===== config.mk =====
export PLATFORM = sky130hd
export DESIGN_NAME = sram_lane_ctrl
export DESIGN_NICKNAME = d
export VERILOG_FILES = /design/src/rtl/sram_lane_pkg.sv /design/src/rtl/sram_lane_timer.sv /design/src/rtl/sram_lane_seq.sv /design/src/rtl/sram_lane_data.sv /design/src/rtl/sram_lane_ctrl.sv
export SDC_FILE = /design/constraint.sdc
export NUM_CORES = 1
export LEC_CHECK = 0
export BUFFER_PORTS_ARGS = -buffer_cell sky130_fd_sc_hd__buf_2
export CAP_MARGIN = 20
export CORE_UTILIZATION = 25
export CTS_CLUSTER_SIZE = 30
export DETAILED_ROUTE_END_ITERATION = 6
export SLEW_MARGIN = 30
export SYNTH_ARGS = -nofsm -noshare
export SYNTH_HDL_FRONTEND = slang
export SYNTH_HIERARCHICAL = 1
export SYNTH_SLANG_ARGS = --single-unit

===== constraint.sdc =====
create_clock -name clk -period 2.3 [get_ports clk]
set_clock_uncertainty 0.05 [all_clocks]
set_input_delay 0.46 -clock clk [delete_from_list [all_inputs] [get_ports clk]]
set_output_delay 0.46 -clock clk [all_outputs]
set_load 0.01 [all_outputs]

===== src/rtl/sram_lane_pkg.sv =====
package sram_lane_pkg;

  typedef enum logic [1:0] {
    ST_IDLE   = 2'd0,
    ST_SETUP  = 2'd1,
    ST_STROBE = 2'd2,
    ST_HOLD   = 2'd3
  } seq_state_t;

  function automatic int cmax(input int a, input int b);
    return (a > b) ? a : b;
  endfunction

endpackage


===== src/rtl/sram_lane_timer.sv =====
module sram_lane_timer #(
  parameter int CNT_W = 3
) (
  input  logic             clk,
  input  logic             rst,
  input  logic             load,
  input  logic [CNT_W-1:0] load_val,
  output logic [CNT_W-1:0] cnt,
  output logic [CNT_W-1:0] cnt_nxt,
  output logic             done
);

  always_comb begin
    if (load)
      cnt_nxt = load_val;
    else if (cnt != '0)
      cnt_nxt = cnt - 1'b1;
    else
      cnt_nxt = cnt;
  end

  always_ff @(posedge clk) begin
    if (rst)
      cnt <= '0;
    else
      cnt <= cnt_nxt;
  end

  assign done = (cnt == '0);

endmodule


===== src/rtl/sram_lane_seq.sv =====
module sram_lane_seq
  import sram_lane_pkg::*;
#(
  parameter int LANES  = 4,
  parameter int T_ASU  = 1,
  parameter int T_PWE  = 3,
  parameter int T_DSU  = 2,
  parameter int T_HZWE = 2,
  parameter int T_WC   = 4,
  parameter int T_AA   = 4,
  parameter int T_DOE  = 2,
  parameter int T_TURN = 1
) (
  input  logic             clk,
  input  logic             rst,
  input  logic             req_valid,
  input  logic [LANES-1:0] req_mask,
  input  logic             cur_write,
  input  logic [LANES-1:0] cur_mask,
  output logic             accept,
  output logic             capture,
  output logic             req_ready,
  output logic [LANES-1:0] cs_n,
  output logic             we_n,
  output logic             oe_n,
  output logic             drv_en
);

  // phase lengths in cycles
  localparam int SETC  = cmax(1, T_ASU);
  localparam int STB   = cmax(1, cmax(T_PWE, T_HZWE + T_DSU));
  localparam int RDC   = cmax(1, cmax(T_AA, T_DOE));
  localparam int WHOLD = cmax(1, T_WC - SETC - STB);
  localparam int RHOLD = cmax(1, T_TURN);
  localparam int MAXL  = cmax(cmax(SETC, STB), cmax(RDC, cmax(WHOLD, RHOLD)));
  localparam int CNT_W = $clog2(MAXL + 1);

  localparam logic [CNT_W-1:0] SETC_M1  = CNT_W'(SETC - 1);
  localparam logic [CNT_W-1:0] STB_M1   = CNT_W'(STB - 1);
  localparam logic [CNT_W-1:0] RDC_M1   = CNT_W'(RDC - 1);
  localparam logic [CNT_W-1:0] WHOLD_M1 = CNT_W'(WHOLD - 1);
  localparam logic [CNT_W-1:0] RHOLD_M1 = CNT_W'(RHOLD - 1);
  // drivers come on once the remaining strobe count drops below this
  localparam logic [CNT_W-1:0] DRV_FROM = CNT_W'(STB - T_HZWE);

  seq_state_t       state, nstate;
  logic             load;
  logic [CNT_W-1:0] load_val;
  logic [CNT_W-1:0] cnt, cnt_nxt;
  logic             done;
  logic [LANES-1:0] mask_sel;

  sram_lane_timer #(.CNT_W(CNT_W)) timer_i (
    .clk      (clk),
    .rst      (rst),
    .load     (load),
    .load_val (load_val),
    .cnt      (cnt),
    .cnt_nxt  (cnt_nxt),
    .done     (done)
  );

  always_comb begin
    nstate   = state;
    load     = 1'b0;
    load_val = '0;
    unique case (state)
      ST_IDLE: if (req_valid) begin
        nstate   = ST_SETUP;
        load     = 1'b1;
        load_val = SETC_M1;
      end
      ST_SETUP: if (done) begin
        nstate   = ST_STROBE;
        load     = 1'b1;
        load_val = cur_write ? STB_M1 : RDC_M1;
      end
      ST_STROBE: if (done) begin
        nstate   = ST_HOLD;
        load     = 1'b1;
        load_val = cur_write ? WHOLD_M1 : RHOLD_M1;
      end
      ST_HOLD: if (done) nstate = ST_IDLE;
      default: nstate = ST_IDLE;
    endcase
  end

  assign accept   = (state == ST_IDLE) && req_valid;
  assign capture  = (state == ST_STROBE) && !cur_write && done;
  assign mask_sel = (state == ST_IDLE) ? req_mask : cur_mask;

  always_ff @(posedge clk) begin
    if (rst) begin
      state     <= ST_IDLE;
      req_ready <= 1'b1;
      cs_n      <= '1;
      we_n      <= 1'b1;
      oe_n      <= 1'b1;
      drv_en    <= 1'b0;
    end else begin
      state     <= nstate;
      req_ready <= (nstate == ST_IDLE);
      cs_n      <= ((nstate == ST_SETUP) || (nstate == ST_STROBE)) ? ~mask_sel : '1;
      we_n      <= !((nstate == ST_STROBE) && cur_write);
      oe_n      <= !((nstate == ST_STROBE) && !cur_write && (state == ST_STROBE || state == ST_SETUP));
      drv_en    <= cur_write && (state != ST_IDLE) &&
                   (((nstate == ST_STROBE) && (cnt_nxt < DRV_FROM)) ||
                    ((state == ST_STROBE) && (nstate == ST_HOLD)));
    end
  end

endmodule


===== src/rtl/sram_lane_data.sv =====
module sram_lane_data #(
  parameter int ADDR_W = 17,
  parameter int DATA_W = 32,
  parameter int LANE_W = 8,
  parameter int LANES  = DATA_W / LANE_W
) (
  input  logic              clk,
  input  logic              rst,
  input  logic              accept,
  input  logic              capture,
  input  logic              req_write,
  input  logic [ADDR_W-1:0] req_addr,
  input  logic [DATA_W-1:0] req_wdata,
  input  logic [LANES-1:0]  req_mask,
  input  logic [DATA_W-1:0] mem_din,
  output logic              cur_write,
  output logic [LANES-1:0]  cur_mask,
  output logic [ADDR_W-1:0] cur_addr,
  output logic [DATA_W-1:0] cur_wdata,
  output logic              rsp_valid,
  output logic [DATA_W-1:0] rsp_data
);

  logic [DATA_W-1:0] din_masked;

  generate
    for (genvar l = 0; l < LANES; l++) begin : g_lane
      assign din_masked[l*LANE_W +: LANE_W] =
        cur_mask[l] ? mem_din[l*LANE_W +: LANE_W] : '0;
    end
  endgenerate

  always_ff @(posedge clk) begin
    if (rst) begin
      cur_write <= 1'b0;
      cur_mask  <= '0;
      cur_addr  <= '0;
      cur_wdata <= '0;
      rsp_valid <= 1'b0;
      rsp_data  <= '0;
    end else begin
      if (accept) begin
        cur_write <= req_write;
        cur_mask  <= req_mask;
        cur_addr  <= req_addr;
        cur_wdata <= req_wdata;
      end
      rsp_valid <= capture;
      if (capture) rsp_data <= din_masked;
    end
  end

endmodule


===== src/rtl/sram_lane_ctrl.sv =====
module sram_lane_ctrl #(
  parameter int ADDR_W = 17,
  parameter int DATA_W = 32,
  parameter int LANE_W = 8,
  parameter int T_ASU  = 1,
  parameter int T_PWE  = 3,
  parameter int T_DSU  = 2,
  parameter int T_HZWE = 2,
  parameter int T_WC   = 4,
  parameter int T_AA   = 4,
  parameter int T_DOE  = 2,
  parameter int T_TURN = 1,
  localparam int LANES = DATA_W / LANE_W
) (
  input  logic              clk,
  input  logic              rst,
  input  logic              req_valid,
  output logic              req_ready,
  input  logic              req_write,
  input  logic [ADDR_W-1:0] req_addr,
  input  logic [DATA_W-1:0] req_wdata,
  input  logic [LANES-1:0]  req_mask,
  output logic              rsp_valid,
  output logic [DATA_W-1:0] rsp_data,
  output logic [ADDR_W-1:0] mem_addr,
  output logic [LANES-1:0]  mem_cs_n,
  output logic              mem_we_n,
  output logic              mem_oe_n,
  output logic [DATA_W-1:0] mem_dout,
  output logic              mem_drv_en,
  input  logic [DATA_W-1:0] mem_din
);

  logic             accept, capture, cur_write;
  logic [LANES-1:0] cur_mask;

  sram_lane_seq #(
    .LANES(LANES), .T_ASU(T_ASU), .T_PWE(T_PWE), .T_DSU(T_DSU),
    .T_HZWE(T_HZWE), .T_WC(T_WC), .T_AA(T_AA), .T_DOE(T_DOE), .T_TURN(T_TURN)
  ) seq_i (
    .clk       (clk),
    .rst       (rst),
    .req_valid (req_valid),
    .req_mask  (req_mask),
    .cur_write (cur_write),
    .cur_mask  (cur_mask),
    .accept    (accept),
    .capture   (capture),
    .req_ready (req_ready),
    .cs_n      (mem_cs_n),
    .we_n      (mem_we_n),
    .oe_n      (mem_oe_n),
    .drv_en    (mem_drv_en)
  );

  sram_lane_data #(
    .ADDR_W(ADDR_W), .DATA_W(DATA_W), .LANE_W(LANE_W), .LANES(LANES)
  ) data_i (
    .clk       (clk),
    .rst       (rst),
    .accept    (accept),
    .capture   (capture),
    .req_write (req_write),
    .req_addr  (req_addr),
    .req_wdata (req_wdata),
    .req_mask  (req_mask),
    .mem_din   (mem_din),
    .cur_write (cur_write),
    .cur_mask  (cur_mask),
    .cur_addr  (mem_addr),
    .cur_wdata (mem_dout),
    .rsp_valid (rsp_valid),
    .rsp_data  (rsp_data)
  );

endmodule


* Yosys cells after proc, flatten, opt, wreduce, memory -nomap -nowiden
Cells that the tools add are included.
** Operators by class
- Bitwise logic cells :: 2
- Magnitude comparators :: 1
- $add $sub $neg :: 1
- Multiplexer cells :: 17
- Reduce and logical (&&, ||, !) cells :: 23
- Equal/unequal tests :: 6
** Operators by type and width (count)
- 8-bit 2-to-1 mux :: 4
- 1-bit logical AND :: 10
- 2-bit 2-to-1 mux :: 5
- 3-bit 2-to-1 mux :: 3
- 2-bit equality test (second input constant) :: 4
- 2-bit case mux with 4 select lines :: 1
- 2-bit by 1-bit equality test with 1-bit output (second input constant) :: 2
- 2-bit zero test :: 2
- 4-bit 2-to-1 mux :: 1
- 4-bit inverter :: 1
- 2-bit OR reduction :: 2
- 1-bit zero test :: 3
- 3-bit zero test :: 1
- 1-bit logical OR :: 3
- 3-bit by 2-bit < comparator with 1-bit output (second input constant) :: 1
- 3-bit nonzero test :: 1
- 3-bit by 1-bit subtractor with 3-bit output (second input constant) :: 1
- 1-bit 2-to-1 mux :: 2
- 1-bit case mux with 2 select lines :: 1
- 2-bit nonzero test :: 1
- 1-bit inverter :: 1
** Storage, ports and cells
- Output and inout bits :: 90
- Register bits after elaboration :: 100
- Logic and storage cells :: 63
- Input bits :: 89

* Longest topological paths before layout
Gate-level depths: netlist (run 1).
- Word-level depth :: 8
- Gate-level depth with buffers :: 10
- Depth with buffers taken out :: 10

* Modules after synthesis
Netlist (run 1), hierarchy kept.
** Modules (own cells, without submodules)
- sram_lane_data :: area an instance 3390.8 um^2, instances 1, cells an instance 319
- sram_lane_seq :: area an instance 551.8 um^2, instances 1, cells an instance 60
- sram_lane_timer :: area an instance 207.7 um^2, instances 1, cells an instance 22

* Worst setup path before layout (run 1)
Ideal clock, no wire load.
- Path kind :: register to register
- From :: reg seq_i.timer_i.cnt[0]
- To :: reg seq_i.drv_en
- Required time :: 2154 ps
- Path buffers :: 0
- Path slack :: 239 ps
- Arrival :: 1915 ps
- Clock period less this slack :: 2061 ps
- Cell stages (with the launch flop) :: 10
- Library setup time :: 96 ps
- Path through :: dfxtp_1 -> inv_1 -> ha_1 -> ha_1 -> nand2_1 -> a21oi_1 -> mux2_2 -> nor2_1 -> a22oi_1 -> nor4b_1
** On the way
- Word-level cells in the longest chain between the ends :: 8
- Elaborated cells on any way between the ends :: 20
- Classes of those cells :: 1 x add/sub; 1 x order compare; 2 x eq/ne; 10 x mux; 6 x reduce/logical
** Ends and longest elaborated chain
- start, declared :: line sram_lane_timer.sv:8 : output logic [CNT_W-1:0] cnt,
- start signal, assigned :: line sram_lane_timer.sv:26 : cnt <= cnt_nxt;
- 3-bit zero test :: line sram_lane_timer.sv:29 : assign done = (cnt == '0);
- named net seq_i.done :: line sram_lane_seq.sv:50 : logic done;
- 1-bit 2-to-1 mux :: line sram_lane_seq.sv:73, sram_lane_seq.sv:78
- 1-bit case mux with 2 select lines :: line sram_lane_seq.sv:67 : unique case (state)
- named net seq_i.load :: line sram_lane_seq.sv:47 : logic load;
- 3-bit 2-to-1 mux :: line sram_lane_timer.sv:14 : if (load)
- named net seq_i.cnt_nxt[2] :: line sram_lane_seq.sv:49 : logic [CNT_W-1:0] cnt, cnt_nxt;
- 3-bit by 2-bit < comparator with 1-bit output :: line sram_lane_seq.sv:107 : (((nstate == ST_STROBE) && (cnt_nxt < DRV_FROM)) ||
- 1-bit logical AND :: line sram_lane_seq.sv:107
- 1-bit logical OR :: line sram_lane_seq.sv:107
- 1-bit logical AND :: line sram_lane_seq.sv:106 : drv_en <= cur_write && (state != ST_IDLE) &&
- end signal, assigned :: line sram_lane_seq.sv:106
- end, declared :: line sram_lane_seq.sv:26 : output logic drv_en
The timed path passes the listed nets, and every way through them passes these cells.
A chain may end at the register's enable or synchronous reset.

* Worst setup path in the final report (run 1)
- From :: reg seq_i.state[1]
- To :: reg seq_i.cs_n[1]
** On the way
- Word-level cells in the longest chain between the ends :: 6
- Elaborated cells on any way between the ends :: 16
- Classes of those cells :: 5 x eq/ne; 6 x mux; 2 x bitwise; 3 x reduce/logical
** Ends and longest elaborated chain
- start, declared :: line sram_lane_seq.sv:46 : seq_state_t state, nstate;
- start signal, assigned :: line sram_lane_seq.sv:101 : state <= nstate;
- 2-bit equality test (tied with other cells) :: line sram_lane_seq.sv:67
- 2-bit case mux with 4 select lines * :: line sram_lane_seq.sv:67
- named net seq_i.nstate[1] :: line sram_lane_seq.sv:46
- 2-bit by 1-bit equality test with 1-bit output / 2-bit equality test (equally long branches) :: line sram_lane_seq.sv:103 : cs_n <= ((nstate == ST_SETUP) || (nstate == ST_STROBE)) ? ~mask_sel : '1;
- 1-bit logical OR * :: line sram_lane_seq.sv:103
- 1-bit inverter (no line) *
- 2-bit OR reduction (no line) *
- end signal, assigned :: line sram_lane_seq.sv:103
- end, declared :: line sram_lane_seq.sv:23 : output logic [LANES-1:0] cs_n,
Mark *: on every way through the listed nets, which the timed path passes. The rest lies on a longest branch.

==> results of run 1 <==
## through the flow
stage          area, µm²  setup WS (ns)
3_5_place_dp        5112         0.1297
4_1_cts             5463         0.1074
2_1_floorplan       4145         0.2681
3_3_place_gp        5112         0.1946
5_1_grt             5465        0.05362
6_report            5465         0.2308
## metal layers
layer | up-vias | wire [µm]
met1 | 1418 | 4124
li1 | 1666 | -
met5 | - | 0
met3 | 10 | 796
met2 | 112 | 4315
met4 | 0 | 150
## final timing paths
check	cells past startpoint	startpoint	to	slack, ns
setup / recovery	8	seq_i/state[1]	seq_i/cs_n[1]	0.23
hold / removal	3	req_wdata[23]	data_i/cur_wdata[23]	0.29
setup reg to reg	8	seq_i/state[1]	seq_i/cs_n[1]	0.23
hold reg to reg	1	data_i/cur_write	seq_i/we_n	0.41
## area by class of cell
type / instances / share of cell area [%]
clock buffer: 10 / 4.373
clock inverter: 6 / 2.038
inverter: 10 / 0.6868
multi-input combinational: 262 / 33.47
sequential: 100 / 36.63
tap: 216 / 4.945
timing repair buffer: 184 / 17.86
## power breakdown
| group | leakage [µW] | switching [µW] | internal [µW] |
|---|---|---|---|
| logic | 0.00151 | 799 | 735 |
| registers | 0.000817 | 137 | 1950 |
| clock network | 0.000169 | 670 | 1090 |
## critical path: stages, from the launching register on
cell and delay [ns]:
dfxtp_1 0.42, inv_1 0.09, ha_1 0.26, nor3_1 0.14
o21ai_1 0.12, a31o_2 0.26, ha_1 0.26, nor2_1 0.24
nand2_1 0.10
## state kept, by name (all words and copies together), names as in the netlist
| name | flops |
|---|---|
| data_i/cur_addr | 17 |
| data_i/cur_mask | 4 |
| data_i/cur_wdata | 32 |
| data_i/cur_write | 1 |
| data_i/rsp_data | 32 |
| data_i/rsp_valid | 1 |
| seq_i/cs_n | 4 |
| seq_i/drv_en | 1 |
| seq_i/oe_n | 1 |
| seq_i/req_ready | 1 |
| seq_i/state | 2 |
| seq_i/timer_i/cnt | 3 |
| seq_i/we_n | 1 |
==> metrics.md, run 1 <==
| Metric | Value |
|---|---|
| Final hold slack | 0.2943 ns |
| Commonest non-fill, non-tap cell in the layout | buf_2 |
| CP Class | reg -> reg |
| Pwr per Cell Area | 985.2 nW/µm² |
| Clock Latency Late Sink | 0.35 ns |
| Die width | 130.8 µm |
| M3 GR Usage | 4.764% |
| PostCTS Resize Cnt | 0 |
| GP Congestion | 0.7351 |
| Router iterations before antenna repair | 4 |
| CTS Buf Count | 9 |
| Most frequent cells in the layout | buf_2 (177), dfxtp_1 (100), nor2_1 (59) |
| WP data arrival | 2.24 ns |
| Tcrit/Tclk final | 89.97% |
| Vias per cell | 4.069 |
| Placed cell count | 772 |
| Global route hottest layer | met2 |
| Placeable Area | 16060 µm² |
| RSZ-0062 raised after global routing | no |
| CTS tree | yes |
| Initial core utilization | 25.81% |
| Area grow syn2layout | 31.84% |
| Net Count, Synth | 499 |
| Largest net degree at the start of global routing | 66 |
| Hold Vio Cnt, Final | 0 |
| CP Capture Type | flip-flop |
| First-pass GRT wire length | 13890 µm |
| Row Count | 46 |
| Max cap viols | 0 |
| Post-CTS Setup Bufs | 0 |
| Via count | 3206 |
| Initial DRC Count | 104 |
| Outcome | completed |
| Actual slew at the worst max-slew pin | 0.6966 ns |
| Nets@finish | 666 |
| Multi-input logic area | 1829 µm² |
| Mapped Cells | 400 |
| Power Total | 5385 µW |
| Initial antenna violation count | 0 |
| Setup TNS | 0 ns |
| Setup-failing EPs final | 0 |
| Startpoint Class | flip-flop |
| Met2 Resource Use GR | 17.12% |
| Max-slew violations | 0 |
| Routed wire per std cell | 11.91 µm |
| Sink Count | 100 |
| GRT Resource Usage Total | 10.75% |
| Hold crit path type | in -> reg |
| Vias in the first global route | 2740 |
| Grt total ovfl | 0 |
| Hold-fix buffers, CTS | 0 |
| Layout cells sized above 1 | 41.43% |
| DRC Markers | 0 |
| Rel. slew slack | 53.56% |
| CTS clock-pin slew for the worst setup and hold paths | 0.07 ns |
| LEAKAGE | 0.002494 µW |
| Deepest clock path buffer count | 2 |
| Root buf cell | clkbuf_16 |
| Max IR drop VDD | 373.6 µV |
| Mapped cell area | 4145 µm² |
| Num ports | 179 |
| Inserted Diodes | 0 |
| Syn. warnings | 6 |
| Die Area | 17100 µm² |
| CP Max Fanout | 6 |
| Met1 Use GR | 12.68% |
| Final core utilization | 34.03% |
| Number of fill cells | 1632 |
| FF/Latch Area | 2002 µm² |
| Chip Height | 130.8 µm |
| H-tree Lvls | 3 |
| Final worst path period need | 2.069 ns |
| Post-synthesis area per instance | 10.36 µm² |
| Max Fclk | 0.4833 GHz |
| Port buffer count | 178 |
| Detailed placement HPWL | 6623 µm |
| Antenna-violating nets left | 0 |
| Critical Path RT | 2.47 ns |
| WL final | 9386 µm |
| Fin cells | 788 |
No activity file was read; power rests on OpenSTA's default activity.
==> inputs of run 2 (changes only) <==
- CORE_ASPECT_RATIO: default -> 1.2
- clock period: 2.3 -> 2.2 ns (I/O delays scaled with it)
==> run 2 against run 1 <==
  * Fmax grew 3.2%
  * Cell count shrank 0.25%
  * Core utilization shrank 0.16 points
  * Critical path type unchanged
  * Via count grew 1.7%
  * Non-clock buffer count grew 3
  * Sequential share of layout area shrank 0.14 points
  * Register-to-register slack lost 0.04 ns
==> metrics.md, run 2 (same netlist as run 1, synthesis figures left out) <==
| Metric | Value |
|---|---|
| Initial core utilization | 25.58% |
| Rel. slew slack | 58.90% |
| First-pass GRT wire length | 14780 µm |
| Detailed placement HPWL | 6998 µm |
| Vias per cell | 4.146 |
| Most frequent cells in the layout | buf_2 (177), dfxtp_1 (99), nor2_1 (58) |
| Hold-fix buffers, CTS | 0 |
| Router iterations before antenna repair | 4 |
| Vias in the first global route | 2940 |
| Grt total ovfl | 0 |
| Startpoint Class | flip-flop |
| Placeable Area | 16210 µm² |
| Num ports | 179 |
| Max Fclk | 0.4986 GHz |
| CTS Buf Count | 9 |
| Critical Path RT | 2.40 ns |
| Pwr per Cell Area | 1012 nW/µm² |
| Deepest clock path buffer count | 2 |
| GRT Resource Usage Total | 11.14% |
| Nets@finish | 669 |
| Max IR drop VDD | 414.1 µV |
| Actual slew at the worst max-slew pin | 0.6165 ns |
| Initial antenna violation count | 0 |
| DRC Markers | 0 |
| CTS tree | yes |
| CP Max Fanout | 9 |
| Layout cells sized above 1 | 41.99% |
| H-tree Lvls | 3 |
| Die Area | 17100 µm² |
| Hold crit path type | in -> reg |
| Tcrit/Tclk final | 91.16% |
| Area grow syn2layout | 32.45% |
| CP Class | reg -> reg |
| Final worst path period need | 2.006 ns |
| Number of fill cells | 1702 |
| GP Congestion | 0.7788 |
| Routed wire per std cell | 12.36 µm |
| RSZ-0062 raised after global routing | no |
| Crit-path max cell delay | 0.36 ns |
| Chip Height | 143.1 µm |
| LEAKAGE | 0.002502 µW |
| Largest regs | data_i/cur_wdata x32, data_i/rsp_data x32, data_i/cur_addr x17 |
| Via count | 3259 |
| Sink Count | 100 |
| Largest net degree at the start of global routing | 54 |
| FF/Latch Area | 2003 µm² |
| Crit path max-delay cell type | mux2_2 |
| Crit path cell chain | inv_1 > ha_1 > ha_2 > nand2_1 > a21oi_1 > mux2_2 > nor2_1 > a22oi_1 > nor4b_1 |
| Max cap viols | 0 |
| Die width | 119.5 µm |
| CP Capture Type | flip-flop |
| Max-slew violations | 0 |
| Clock Latency Late Sink | 0.34 ns |
| Outcome | completed |
| WL final | 9714 µm |
| Commonest non-fill, non-tap cell in the layout | buf_2 |
| Setup TNS | 0 ns |
| CTS clock-pin slew for the worst setup and hold paths | 0.07 ns |
| Hold Vio Cnt, Final | 0 |
| Root buf cell | clkbuf_16 |
| Initial DRC Count | 123 |
| Setup-failing EPs final | 0 |
| Final hold slack | 0.2793 ns |
| Inserted Diodes | 0 |
| WP data arrival | 2.20 ns |
| Multi-input logic area | 1837 µm² |
| Row Count | 51 |
| Antenna-violating nets left | 0 |
| Port buffer count | 178 |
## run 2: cell count changes in the layout (fill, tap and decap cells not counted), sizes merged
cell	previous run	this run
clkinv	2	1
buf	184	187
inv	10	11
bufinv	3	2
## run 2: power breakdown
| group | total [µW] | internal, µW | switching, µW | leakage, µW |
|---|---|---|---|---|
| logic | 1660 | 808 | 851 | 0.00153 |
| clock network | 1710 | 1030 | 680 | 0.000155 |
| registers | 2190 | 2040 | 151 | 0.000817 |
## run 2: cell type report
class | count | area share, %
well taps | 212 | 4.831
flip-flops and latches | 100 | 36.49
clock inverters | 5 | 1.550
multi-input cells | 262 | 33.45
inverters | 10 | 0.6837
clock buffers | 10 | 4.353
repair buffers | 187 | 18.64
## run 2: what timing repair did
action                     in CTS  in global routing
gates resized for setup         0                  4
setup endpoints to repair       0                  5
setup buffers                   0                  1
## run 2: layer usage
| metal | GRT usage (%) | vias up | share of wire [%] |
|---|---|---|---|
| met5 | 0 | - | 0 |
| met4 | 4.539 | 0 | 1.2 |
| met3 | 3.474 | 10 | 6.0 |
| met2 | 18.83 | 105 | 49 |
| met1 | 13.01 | 1472 | 44 |
| li1 | - | 1672 | - |
## run 2: path summary, 6_finish.rpt
path	slack [ns]	endpoint	depth (start not counted)	start
setup / recovery	0.19	seq_i/drv_en	9	seq_i/timer_i/cnt[0]
hold / removal	0.28	data_i/cur_wdata[27]	3	req_wdata[27]
setup reg to reg	0.19	seq_i/drv_en	9	seq_i/timer_i/cnt[0]
hold reg to reg	0.42	data_i/rsp_data[4]	2	data_i/rsp_data[4]
## run 2: per-stage QoR
step	utilization (%)	instances	area (µm²)	setup slack, ns	power [µW]
finish	33.87	786	5490	0.1944	5557
global route	33.87	786	5490	0.03568	5893
CTS	33.76	785	5472	0.02266	5620
detailed placement	31.76	770	5147	0.05426	3869
global placement	31.76	770	5147	0.1037	3861
floorplan	-	400	4145	0.1681	3506
## run 2: worst max-delay path, delay by kind of cell (launching register included)
kind            cells  cell delay [ns]
compound gates      2             0.27
fa+ha+maj           2             0.47
buf+inv             1             0.05
flops               1             0.32
mux                 1             0.36
simple gates        3             0.39
